--- config.mk ---
export PLATFORM = sky130hd
export DESIGN_NAME = ser_bitcnt
export DESIGN_NICKNAME = d
export VERILOG_FILES = /design/src/rtl/ser_bitcnt.sv
export SDC_FILE = /design/constraint.sdc
export NUM_CORES = 1
export LEC_CHECK = 0
export BUFFER_PORTS_ARGS = -buffer_cell sky130_fd_sc_hd__buf_2
export CAP_MARGIN = 20
export CORE_AREA = 4 4 41 43
export CTS_CLUSTER_SIZE = 12
export DETAILED_ROUTE_END_ITERATION = 10
export DIE_AREA = 0 0 45 47
export PLACE_DENSITY = 0.68
export SLEW_MARGIN = 30
export SYNTH_ARGS = -nofsm -noshare
export SYNTH_HDL_FRONTEND = slang
export SYNTH_SLANG_ARGS = --single-unit
--- constraint.sdc ---
create_clock -name clk -period 4.3 [get_ports clk]
set_input_delay 0.215 -clock clk [delete_from_list [all_inputs] [get_ports clk]]
set_output_delay 0.215 -clock clk [all_outputs]
set_load 0.03 [all_outputs]
--- src/rtl/ser_bitcnt.sv ---
module ser_bitcnt #(
  parameter int CNT_W     = 4,
  parameter int BUS_LAST  = 9,
  parameter int SHF_LAST  = 8,
  parameter bit ACK_RST   = 1'b1
) (
  input  logic             clk,
  input  logic             rst,
  input  logic             scl_in,
  input  logic             sda_in,
  input  logic             i2c_mode,
  input  logic             rx_dir,
  input  logic             start_det,
  input  logic             clk_stop,
  input  logic             freeze,
  input  logic             ack_wr_en,
  input  logic             ack_wr_val,
  output logic [CNT_W-1:0] bit_cnt,
  output logic             ack_bit,
  output logic             sda_pull_low
);
  localparam logic [CNT_W-1:0] L_BUS  = CNT_W'(BUS_LAST);
  localparam logic [CNT_W-1:0] L_SHF  = CNT_W'(SHF_LAST);
  localparam logic [CNT_W-1:0] L_ACKW = CNT_W'(BUS_LAST - 1);

  logic [1:0]       scl_sync, sda_sync;
  logic             scl_q, mode_q, ack_q, drv_q;
  logic [CNT_W-1:0] cnt_q;

  wire rise  = scl_sync[1] & ~scl_q & ~freeze;
  wire fall  = ~scl_sync[1] & scl_q & ~freeze;
  wire clr   = start_det | clk_stop | (mode_q & ~i2c_mode);
  wire [CNT_W-1:0] last = i2c_mode ? L_BUS : L_SHF;
  wire ack_on = i2c_mode & ~clr;

  always_ff @(posedge clk) begin
    if (rst) begin
      scl_sync <= '0;
      sda_sync <= '1;
      scl_q    <= 1'b0;
      mode_q   <= 1'b0;
    end else begin
      scl_sync <= {scl_sync[0], scl_in};
      sda_sync <= {sda_sync[0], sda_in};
      scl_q    <= scl_sync[1];
      mode_q   <= i2c_mode;
    end
  end

  always_ff @(posedge clk) begin
    if (rst || clr)
      cnt_q <= '0;
    else if (rise)
      cnt_q <= (cnt_q >= last) ? '0 : cnt_q + 1'b1;
  end

  always_ff @(posedge clk) begin
    if (rst)
      ack_q <= ACK_RST;
    else if (ack_wr_en)
      ack_q <= ack_wr_val;
    else if (ack_on && !rx_dir && rise && cnt_q == L_ACKW)
      ack_q <= sda_sync[1];
  end

  always_ff @(posedge clk) begin
    if (rst || !ack_on || !rx_dir)
      drv_q <= 1'b0;
    else if (fall && cnt_q == L_ACKW)
      drv_q <= 1'b1;
    else if (fall && cnt_q == L_BUS)
      drv_q <= 1'b0;
  end

  assign bit_cnt      = cnt_q;
  assign ack_bit      = ack_q;
  assign sda_pull_low = drv_q & ~ack_q;
endmodule


## Word level (Yosys, flattened, before mapping)

Cells that the tools add are included.

- Flip-flop bits (word level): 12
- Bits in latches: 0
- Bits in writable memories: 0
- ROM bits: 0
- Input port bits: 11
- Output and inout port bits: 6
- Logic and storage cells: 44
- Memories: 0

- $add $sub $neg: 1
- $mul: 0
- Div/mod/pow operators: 0
- Magnitude comparators: 1
- Equal/unequal tests: 2
- Shifts and indexed selects: 0
- Mux-type cells: 6
- Bitwise gates (word level): 15
- Reductions and logical operators: 12

Operators with widths:

| cell | count |
|---|---|
| 4-bit == test (second input constant) | 2 |
| 1-bit AND | 7 |
| 1-bit NOT | 6 |
| 1-bit logical AND | 5 |
| 1-bit two-way mux | 5 |
| 4-bit by 1-bit adder with 4-bit output (second input constant) | 1 |
| 4-bit greater-or-equal comparator | 1 |
| 4-bit two-way mux | 1 |
| 2-bit nonzero test | 2 |
| 1-bit logical OR | 3 |
| 1-bit logical NOT | 2 |
| 1-bit OR | 2 |

## Logic depth before layout (Yosys ltp)

Gate-level depths: netlist of the first run.

- Depth after elaboration: 10
- Mapped depth: 5

## Worst setup path after synthesis of the first run

OpenSTA, ideal clock, no wires.

- Path kind: register to register
- Start: register cnt_q[0], in the netlist bit_cnt[0]
- End: register cnt_q[3], in the netlist bit_cnt[3]
- Arrival time: 1635 ps
- Data required time: 4209 ps
- Slack: 2574 ps
- Stages on the path, launching flop included: 6
- Period minus slack after synthesis: 1726 ps
- Cell sequence: dfxtp_1 -> inv_1 -> ha_1 -> nor4b_2 -> o21ai_0 -> a311oi_1

- Cells in the longest elaborated chain, start to end: 2
- Elaborated cells on any way between the ends: 3
- Classes of those cells: add/sub: 1; order compare: 1; mux: 1

RTL lines:

| what | RTL line | RTL |
|---|---|---|
| from (decl) | 28 | `logic [CNT_W-1:0] cnt_q;` |
| from (signal assigned) | 54 | `cnt_q <= (cnt_q >= last) ? '0 : cnt_q + 1'b1;` |
| 4-bit by 1-bit adder with 4-bit output or 4-bit greater-or-equal comparator (tied branches) | 54 |  |
| 4-bit two-way mux * | 54 |  |

Mark *: on every way between the ends. The rest lies on a longest branch, timed or not.
A chain may end at the register's enable or synchronous reset.

## Worst setup path after layout of the first run

Same ends and word-level chain as after synthesis.

==> results.json, run 1 <==
{
  "r2r_cells": 5,
  "cp-end-kind": "register",
  "ant_nets": 0,
  "hold_viol": 0,
  "power_density_nw_per_um2": 312.8,
  "hold_depth": 2,
  "dr_total_vias": 490,
  "synthesis.nets": 75,
  "cts-root-buf": "clkbuf_4",
  "crit_chain": "inv_1, ha_1, nor4b_2, o21ai_0, a311oi_1",
  "critPathKind": "register to register",
  "gr-usage-all-layers_pct": 13.20,
  "dieArea_um2": 2115,
  "worst_slew_pin_slew_ns": 0.5187,
  "nFillCells": 123,
  "design.core.area_um2": 1301,
  "clkSinkCount": 12,
  "rsz0062_at_grt": "false",
  "hold_path.class": "input pin to register",
  "worst_path_largest_cell_delay_ns": 0.43,
  "fmax_mhz": 598.2,
  "dpl.hpwl_um": 920.2,
  "place_congestion": 0.7497,
  "critPathRequiredTime_ns": 4.48,
  "finalSetupViolCount": 0,
  "clockBufferDepth": 2,
  "synth_cell_types": 25,
  "grt_pass1_wl_mm": 1.959,
  "syn_inst": 60,
  "ys.warnings.count": 0,
  "diodes": 0,
  "period_minus_slack_ns": 1.672,
  "wl_per_cell_um": 12.57,
  "io_pins": 17,
  "io_buffers": 16,
  "status": "completed",
  "p_leak_nw": 0.3041,
  "cts-buffers-inserted": 3,
  "fin_skew_ns": 0.003957,
  "wirelength_mm": 1.194,
  "cts_tree": "yes",
  "drv_cap": 0,
  "synth_area_um2": 570.5,
  "cts_setup_buffers": 0,
  "cp-start-kind": "register",
  "tns_ns": 0,
  "dr.pass1.iters": 4,
  "hold_buffers": 0,
  "grt_remaining_overflow": 0,
  "viasPerCell": 5.158,
  "slew_viol_final": 0,
  "htreeDepth": 1,
  "synth_seq_cells": 12,
  "power.total_w": 0.0002207,
  "fin_crit_sh_pct": 38.88,
  "area_growth_pct": 23.68,
  "drc_errors": 0,
  "syn_avg_cell_area_um2": 9.509,
  "grt_pass1_vias": 461,
  "slew_headroom_pct": 65.05,
  "critPathMaxFanout": 6,
  "synth_seq_area_share_pct": 42.11,
  "die_w_um": 45,
  "layout-drive-gt1-share_pct": 32.50,
  "insertion_delay_ns": 0.27,
  "finalNetCount": 96,
  "grt_max_degree": 9,
  "die_h_um": 47,
  "antenna_found_initial": 0,
  "drtIter0Drc": 6,
  "peakVddDrop_uv": 215.8,
  "slowest_stage": "dfxtp_1",
  "placementRows": 13,
  "clk_pin_slew_worst_paths_ns": 0.07,
  "cts_resized": 0,
  "arrival_ns": 1.85,
  "floorplan.initialDensity_pct": 43.85
}
-- sequential cells by signal (all words and copies together), names as in the netlist --
register  cells
sda_sync      2
drv_q         1
scl_sync      2
ack_bit       1
scl_q         1
bit_cnt       4
mode_q        1
-- critical path: cells and delay by family, from the launching register on --
kind | cells | cell delay, ns
DFF | 1 | 0.43
AOI/OAI and AO/OA | 2 | 0.40
and+or+nand+nor | 1 | 0.36
adders and majority gates | 1 | 0.29
buffers and inverters | 1 | 0.11
-- per-stage QoR --
stage               worst slack (ns)  cells  cell area (um^2)  hold WS (ns)  util [%]
floorplan                      2.574     60             570.5        0.2866         -
global placement               2.746     91             669.4        0.3913     51.44
detailed placement             2.645     91             669.4        0.3987     51.44
CTS                            2.626     95             705.7        0.1173     54.23
global route                   2.445     95             705.7        0.1180     54.23
finish                         2.628     95             705.7        0.1251     54.23
-- cell usage in the layout (no fill, tap or decap), types with 2 or more instances in the layout --
cell,instances
a21oi_1,5
nor2b_1,5
clkbuf_4,3
nor4b_1,2
o21ai_0,3
dfxtp_1,12
inv_1,7
buf_2,16
o211ai_1,2
or2_2,2
nor2_1,2
nand2_1,2
ha_1,4
-- cell type report --
cell class	count	area (um^2)	share of cell area [%]
clock buffers	4	36.28	5.142
repair buffers	16	80.08	11.35
multi-input cells	41	304.0	43.09
inverters	7	26.28	3.723
well taps	15	18.77	2.660
flip-flops and latches	12	240.2	34.04
-- Yosys cell counts (all sizes together) --
master | instances | area, um^2
o21ai | 3 | 15.01
o21a | 1 | 7.510
nand4 | 1 | 6.260
or2 | 2 | 12.51
nand2 | 2 | 7.510
nor2b | 5 | 31.28
a31oi | 1 | 6.260
o211ai | 2 | 15.01
nor2 | 2 | 7.510
dfxtp | 12 | 240.2
and3 | 1 | 7.510
ha | 4 | 50.05
o2111ai | 1 | 8.760
a21o | 1 | 7.510
nor3 | 1 | 5.000
o2111a | 1 | 11.26
inv | 7 | 26.28
nand3 | 1 | 5.000
nor3b | 1 | 12.51
a311oi | 1 | 8.760
nor4b | 3 | 32.53
a21oi | 5 | 25.02
mux2i | 1 | 10.01
or3b | 1 | 11.26
-- where the power goes --
part           total [W]  switching, W  leakage (nW)  internal (W)
Clock          0.0000877     0.0000363        0.0210     0.0000515
Sequential      0.000116    0.00000154        0.0982      0.000114
Combinational  0.0000172    0.00000895         0.185    0.00000824
Total           0.000221     0.0000468         0.304      0.000174
-- final timing paths --
check | start | to | slack (ns)
hold / removal | sda_in | sda_sync[0] | 0.13
setup reg to reg | bit_cnt[0] | bit_cnt[3] | 2.63
hold reg to reg | sda_sync[0] | sda_sync[1] | 0.41
setup / recovery | bit_cnt[0] | bit_cnt[3] | 2.63
-- routing by layer --
layer | routed length [um] | vias to the layer above | GRT usage, %
met3 | 88 | 2 | 4.598
li1 | - | 256 | -
met4 | 12 | 0 | 5.263
met1 | 526 | 219 | 15.74
met5 | 0 | - | 0
met2 | 567 | 13 | 21.75
-- cell families after synthesis --
group / after synthesis / synth area share (%)
and+or+nand+nor: 20 / 24.34
buffers and inverters: 7 / 4.606
AOI/OAI and AO/OA: 16 / 18.42
muxes: 1 / 1.754
adders and majority gates: 4 / 8.772
DFF: 12 / 42.11
Note: power is estimated with default switching activity, not from simulation.
==> inputs of run 2 (changes only) <==
--- a/config.mk
+++ b/config.mk
@@ -5,13 +5,14 @@
 export SDC_FILE = /design/constraint.sdc
 export NUM_CORES = 1
 export LEC_CHECK = 0
+export ABC_AREA = 1
 export BUFFER_PORTS_ARGS = -buffer_cell sky130_fd_sc_hd__buf_2
 export CAP_MARGIN = 20
 export CORE_AREA = 4 4 41 43
 export CTS_CLUSTER_SIZE = 12
 export DETAILED_ROUTE_END_ITERATION = 10
 export DIE_AREA = 0 0 45 47
-export PLACE_DENSITY = 0.68
+export PLACE_DENSITY = 0.7
 export SLEW_MARGIN = 30
 export SYNTH_ARGS = -nofsm -noshare
 export SYNTH_HDL_FRONTEND = slang
==> constraint.sdc (replaced) <==
create_clock -name clk -period 1.65 [get_ports clk]
set_input_delay 0.0825 -clock clk [delete_from_list [all_inputs] [get_ports clk]]
set_output_delay 0.0825 -clock clk [all_outputs]
set_load 0.03 [all_outputs]
==> run 2 against run 1 <==
  * Clock-buffer cell count down 1
  * Utilization is 1.6 points higher
  * Non-clock buffer count is 1 higher
  * Sequential power rose to 2.6 times the previous value
  * Power grew 140%
  * Clock skew grew 0.0012 ns
  * Fmax grew 24%
  * Sequential share of layout area decreased by 1.0 points
  * Cell area is 3.0% higher
  * Global-route usage down 0.25 points
  * Critical endpoint is now bit_cnt[0]
  * Largest cell class unchanged
==> results.json, run 2 <==
{
  "netlist_top_cells_area": "dfxtp_1 40%, nand2_1 11%, inv_1 10%",
  "layout_commonest_cell": "nand2_1",
  "synthSimpleGateAreaFrac_pct": 34.66,
  "hold_depth": 3,
  "crit_chain": "inv_1, ha_1, inv_1, nand4_1, nand3_1, nand2_1, a21oi_1",
  "combPwrFrac_pct": 10.1,
  "die_w_um": 45,
  "dr.pass1.iters": 4,
  "pre_cts_ws_ns": 0.3286,
  "multiInputGateArea_um2": 291.5,
  "met2_usage_pct": 21.47,
  "power.total_w": 0.0005288,
  "synth_cell_types": 18,
  "synthAdderAreaFrac_pct": 8.403,
  "grt_pass1_wl_mm": 1.869,
  "status": "completed",
  "ff2ff_setup_slack_ns": 0.30,
  "syn_avg_cell_area_um2": 7.263,
  "p_leak_nw": 0.3687,
  "finalSetupViolCount": 0,
  "slowest_stage": "dfxtp_1",
  "use_met1_pct": 13.63,
  "cts-buffers-inserted": 3,
  "grt_util_met3_pct": 6.130,
  "htreeDepth": 1,
  "seqPwrFrac_pct": 57.0,
  "power.switching_w": 0.0001231,
  "dr_total_vias": 538,
  "drtIter0Drc": 6,
  "critPathKind": "register to register",
  "cts-root-buf": "clkbuf_4",
  "area_growth_pct": 22.06,
  "ant_nets": 0,
  "arrival_ns": 1.55,
  "viasPerCell": 4.598,
  "place_congestion": 0.7539,
  "hp-start": "scl_in",
  "synth_top_area_share_pct": 40.34,
  "insertion_delay_ns": 0.27,
  "tns_ns": 0,
  "regArea_um2": 240.2,
  "r2r_start": "bit_cnt[0]",
  "synthMuxAreaShare_pct": 0,
  "synthesis.nets": 97,
  "synth_ff_type": "dfxtp_1",
  "clkSinkCount": 12,
  "cts_setup_buffers": 0,
  "die_h_um": 47,
  "cp-start-kind": "register",
  "largest_reg_flops": 4,
  "nFillCells": 129,
  "io_buffers": 16,
  "drv_cap": 0,
  "io_pins": 17,
  "setup_ws_ns": 0.2996,
  "rsz0062_at_grt": "false",
  "antenna_found_initial": 0,
  "clockBufferDepth": 2,
  "swShare_pct": 23.28,
  "design.core.area_um2": 1301,
  "async_flop_share_pct": 0,
  "synth-edff-count": 0,
  "critPathMaxFanout": 6,
  "slew_headroom_pct": 83.97,
  "gr-usage-all-layers_pct": 12.95,
  "crit_top_cell": "inv_1",
  "busiest_layer": "met2",
  "synth_top_family_by_area": "simple AND/OR/NAND/NOR gates",
  "synth_area_um2": 595.6,
  "peakVddDrop_uv": 515.5,
  "power_density_nw_per_um2": 727.5,
  "cts_tree": "yes",
  "diodes": 0,
  "cp-end-kind": "register",
  "grt_max_degree": 9,
  "dpl.hpwl_um": 916.9,
  "hold_end": "scl_sync[0]",
  "synth_seq_area_share_pct": 40.34,
  "pwr-share-clk_pct": 32.9,
  "hold_buffers": 1,
  "fin_crit_sh_pct": 81.85,
  "wl_per_cell_um": 9.496,
  "placementRows": 13,
  "fin_skew_ns": 0.005117,
  "drc_errors": 0,
  "synth_compound_area_share_pct": 2.941,
  "hold_path.class": "input pin to register",
  "r2r_cells": 7,
  "grt_pass1_vias": 473,
  "period_minus_slack_ns": 1.350,
  "critPathRequiredTime_ns": 1.85,
  "wirelength_mm": 1.111,
  "yosysMostFrequentCell": "nand2_1",
  "internal_power_w": 0.0004057,
  "syn_inst": 82,
  "fmax_mhz": 740.5,
  "ys.warnings.count": 0,
  "cts_resized": 0,
  "worst_path_largest_cell_delay_ns": 0.43,
  "clk_pin_slew_worst_paths_ns": 0.07,
  "layout-drive-gt1-share_pct": 26.47,
  "yosysTopAreaCell": "dfxtp_1",
  "floorplan.initialDensity_pct": 45.77,
  "synth_xor_area_share_pct": 2.941,
  "hold_viol": 0,
  "slew_viol_final": 0,
  "final_cell_mix": "17 x nand2_1, 16 x inv_1, 16 x buf_2",
  "synth_seq_cells": 12,
  "finalNetCount": 119,
  "regToRegEndpoint": "bit_cnt[0]",
  "grt_remaining_overflow": 0,
  "dieArea_um2": 2115,
  "worst_slew_pin_slew_ns": 0.2387,
  "netlist_top_cells_count": "17 x nand2_1, 16 x inv_1, 12 x dfxtp_1"
}
## run 2: critical path, delay by kind of cell (launching register included)
family	cells	cell delay (ns)
flops	1	0.43
simple gates	3	0.28
fa+ha+maj	1	0.28
compound gates	1	0.13
buf+inv	2	0.16
## run 2: how the worst max path moves through the flow
stage | cells past startpoint | start | endpoint | slack (ns)
final | 7 | bit_cnt[0] | bit_cnt[0] | 0.30
after global routing | 7 | bit_cnt[0] | bit_cnt[0] | 0.19
after CTS | 7 | bit_cnt[0] | bit_cnt[0] | 0.30
after detailed placement | 7 | bit_cnt[0] | bit_cnt[0] | 0.33
after global placement | 7 | bit_cnt[0] | bit_cnt[0] | 0.39
after floorplan | 7 | bit_cnt[0] | bit_cnt[0] | 0.22
## run 2: cell families (layout without fill, tap and decap cells)
| kind of cell | Yosys count | count (layout) |
|---|---|---|
| AND/OR/NAND/NOR | 44 | 44 |
| buffers and inverters | 17 | 37 |
| flip-flops | 12 | 12 |
| adder cells (fa/ha/maj) | 4 | 4 |
| AO/OA/AOI/OAI | 3 | 3 |
| XOR/XNOR | 2 | 2 |
## run 2: metal layers
metal  share of wire (%)  vias to the layer above
met2                  48                       14
met3                 7.5                        4
met4                 1.7                        0
met1                  42                      232
li1                    -                      288
met5                   0                        -
## run 2: area by class of cell
cell class	instances	share of cell area [%]
Timing Repair Buffer	17	12.39
Multi-Input combinational cell	53	40.10
Sequential cell	12	33.05
Clock buffer	3	3.098
Inverter	17	8.778
Tap cell	15	2.582
## run 2: per-stage QoR
step                instances  util [%]  area, um^2  hold slack, ns
floorplan                  82         -       595.6          0.1537
global placement          113     53.37       694.4          0.2654
detailed placement        113     53.37       694.4          0.2675
CTS                       117     55.87       726.9        0.009294
global route              117     55.87       726.9         0.04420
finish                    117     55.87       726.9         0.01838
## run 2: power by group through the flow
stage	logic (W)	registers [W]	clock network (W)
floorplan	0.0000255	0.000312	0
global placement	0.0000501	0.000308	0
detailed placement	0.0000521	0.000308	0
CTS	0.0000543	0.000302	0.000184
global route	0.0000616	0.000302	0.000194
finish	0.0000532	0.000301	0.000174
==> inputs of run 3 (changes only) <==
--- a/config.mk
+++ b/config.mk
@@ -5,14 +5,14 @@
 export SDC_FILE = /design/constraint.sdc
 export NUM_CORES = 1
 export LEC_CHECK = 0
-export ABC_AREA = 1
+export ABC_AREA = 0
 export BUFFER_PORTS_ARGS = -buffer_cell sky130_fd_sc_hd__buf_2
 export CAP_MARGIN = 20
-export CORE_AREA = 4 4 41 43
+export CORE_MARGIN = 4
+export CORE_UTILIZATION = 43
 export CTS_CLUSTER_SIZE = 12
 export DETAILED_ROUTE_END_ITERATION = 10
-export DIE_AREA = 0 0 45 47
-export PLACE_DENSITY = 0.7
+export PLACE_DENSITY = 0.71
 export SLEW_MARGIN = 30
 export SYNTH_ARGS = -nofsm -noshare
 export SYNTH_HDL_FRONTEND = slang
==> constraint.sdc (replaced) <==
create_clock -name clk -period 1.2 [get_ports clk]
set_input_delay 0.06 -clock clk [delete_from_list [all_inputs] [get_ports clk]]
set_output_delay 0.06 -clock clk [all_outputs]
set_load 0.03 [all_outputs]
==> run 3 against run 2 <==
  * Cell area increased by 14%
  * Critical endpoint is now bit_cnt[3]
  * Sequential share of layout area decreased by 3.4 points
  * Combinational power increased by 49%
  * Clock skew decreased by 0.0015 ns
  * Clock power increased by 83%
  * Global-route usage increased by 2.7 points
  * Hold slack improved by 0.020 ns
  * Setup slack got worse by 0.43 ns
  * The run now ends with negative setup slack left
  * Final cell count decreased by 12%
  * Via count increased by 1.1%
  * Clock-buffer cell count increased by 1
  * Largest power group unchanged
==> results.json, run 3 (synthesis results as in run 1) <==
{
  "dieArea_um2": 1974,
  "grt_remaining_overflow": 0,
  "peakVddDrop_uv": 725.2,
  "clk_pin_slew_worst_paths_ns": 0.08,
  "hold_viol": 0,
  "hp-start": "scl_in",
  "cp-end-kind": "register",
  "drtIter0Drc": 8,
  "critPathKind": "register to register",
  "gr-usage-all-layers_pct": 15.61,
  "die_h_um": 44.43,
  "cts-root-buf": "clkbuf_4",
  "ff2ff_setup_slack_ns": -0.13,
  "dpl.hpwl_mm": 1.060,
  "critPathRequiredTime_ns": 1.39,
  "rsz0062_at_grt": "true",
  "layout-drive-gt1-share_pct": 46.07,
  "setup_ws_ns": -0.1278,
  "critPathMaxFanout": 4,
  "finalSetupViolCount": 4,
  "area_growth_pct": 45.18,
  "r2r_cells": 5,
  "cts-buffers-inserted": 3,
  "violations": "negative setup slack",
  "holdWs_ns": 0.03826,
  "grt_max_degree": 9,
  "startpoint": "bit_cnt[0]",
  "hold_end": "scl_sync[0]",
  "p_leak_nw": 0.3618,
  "drv_cap": 0,
  "largest_reg_flops": 4,
  "viasPerCell": 5.282,
  "cp-start-kind": "register",
  "clkSinkCount": 12,
  "final_cell_mix": "16 x buf_2, 10 x dfxtp_1, 8 x buf_4",
  "period_minus_slack_ns": 1.328,
  "layout_commonest_cell": "buf_2",
  "regArea_um2": 245.2,
  "fin_skew_ns": 0.003619,
  "slew_headroom_pct": 64.86,
  "design.core.area_um2": 1171,
  "place_congestion": 0.8461,
  "pre_cts_ws_ns": -0.1499,
  "hold_path.class": "input pin to register",
  "power.total_w": 0.0008104,
  "hold_depth": 2,
  "fmax_mhz": 753.1,
  "die_w_um": 44.43,
  "ant_nets": 0,
  "regToRegEndpoint": "bit_cnt[3]",
  "wl_per_cell_um": 13.25,
  "arrival_ns": 1.51,
  "finalNetCount": 105,
  "htreeDepth": 1,
  "cts_tree": "yes",
  "floorplan.initialDensity_pct": 48.72,
  "drc_errors": 0,
  "multiInputGateArea_um2": 350.3,
  "status": "finished, violations left",
  "dr.pass1.iters": 4,
  "grt_pass1_vias": 572,
  "insertion_delay_ns": 0.27,
  "power_density_nw_per_um2": 978.4,
  "dr_total_vias": 544,
  "diodes": 0,
  "clockBufferDepth": 2,
  "grt_pass1_wl_mm": 2.283,
  "io_pins": 17,
  "antenna_found_initial": 0,
  "final_area_um2": 828.3,
  "nFillCells": 95,
  "slew_viol_final": 0,
  "fin_crit_sh_pct": 110.7,
  "r2r_start": "bit_cnt[0]",
  "wirelength_mm": 1.365,
  "io_buffers": 16,
  "worst_slew_pin_slew_ns": 0.5216,
  "placementRows": 12,
  "dpl-instance-area_um2": 757.0
}
-- run 3: worst max-delay path: stages (launching register included) --
cell,delay [ns]
dfxtp_4,0.36
inv_4,0.04
ha_4,0.21
nor4b_4,0.30
o21ai_1,0.13
a311oi_1,0.21
-- run 3: layout make-up --
type                       count  share of cell area [%]
multi-input combinational     41                   42.30
clock buffer                   4                   4.381
tap                           14                   2.115
sequential                    12                   29.61
inverter                       7                   3.474
timing repair buffer          25                   18.13
-- run 3: power by group --
group / leakage [nW] / internal [W] / switching, W
combinational: 0.241 / 0.0000405 / 0.0000387
sequential: 0.0996 / 0.000407 / 0.00000596
clock: 0.0210 / 0.000184 / 0.000134
-- run 3: worst max-delay path by stage --
stage | to | slack (ns) | cells after the start
floorplan | bit_cnt[3] | -0.18 | 5
finish | bit_cnt[3] | -0.13 | 5
detailed placement | bit_cnt[3] | -0.15 | 5
global route | bit_cnt[3] | -0.20 | 5
CTS | bit_cnt[3] | -0.12 | 5
global placement | bit_cnt[3] | -0.11 | 5
-- run 3: metal layers --
| metal | global-route usage, % | up-vias | part of all wire [%] | wire (um) |
|---|---|---|---|---|
| li1 | - | 276 | - | - |
| met1 | 18.43 | 252 | 47 | 635 |
| met2 | 26.16 | 14 | 47 | 644 |
| met3 | 2.846 | 2 | 5.6 | 77 |
| met4 | 9.036 | 0 | 0.44 | 6 |
| met5 | 0 | - | 0 | 0 |
-- run 3: through the flow --
step           std cells  util (%)  TNS (ns)
2_1_floorplan         60         -   -0.6004
3_3_place_gp          98     64.64   -0.2780
3_5_place_dp          98     64.64   -0.4330
4_1_cts              103     69.34   -0.3248
5_1_grt              103     70.73   -0.7004
6_report             103     70.73   -0.3361
-- run 3: repair_timing --
action,4_1_cts,5_1_grt
setup buffers,0,1
resized for setup,2,2
hold endpoints to repair,1,0
pin swaps,4,4
endpoints found under the setup margin,5,6
hold buffers,1,0
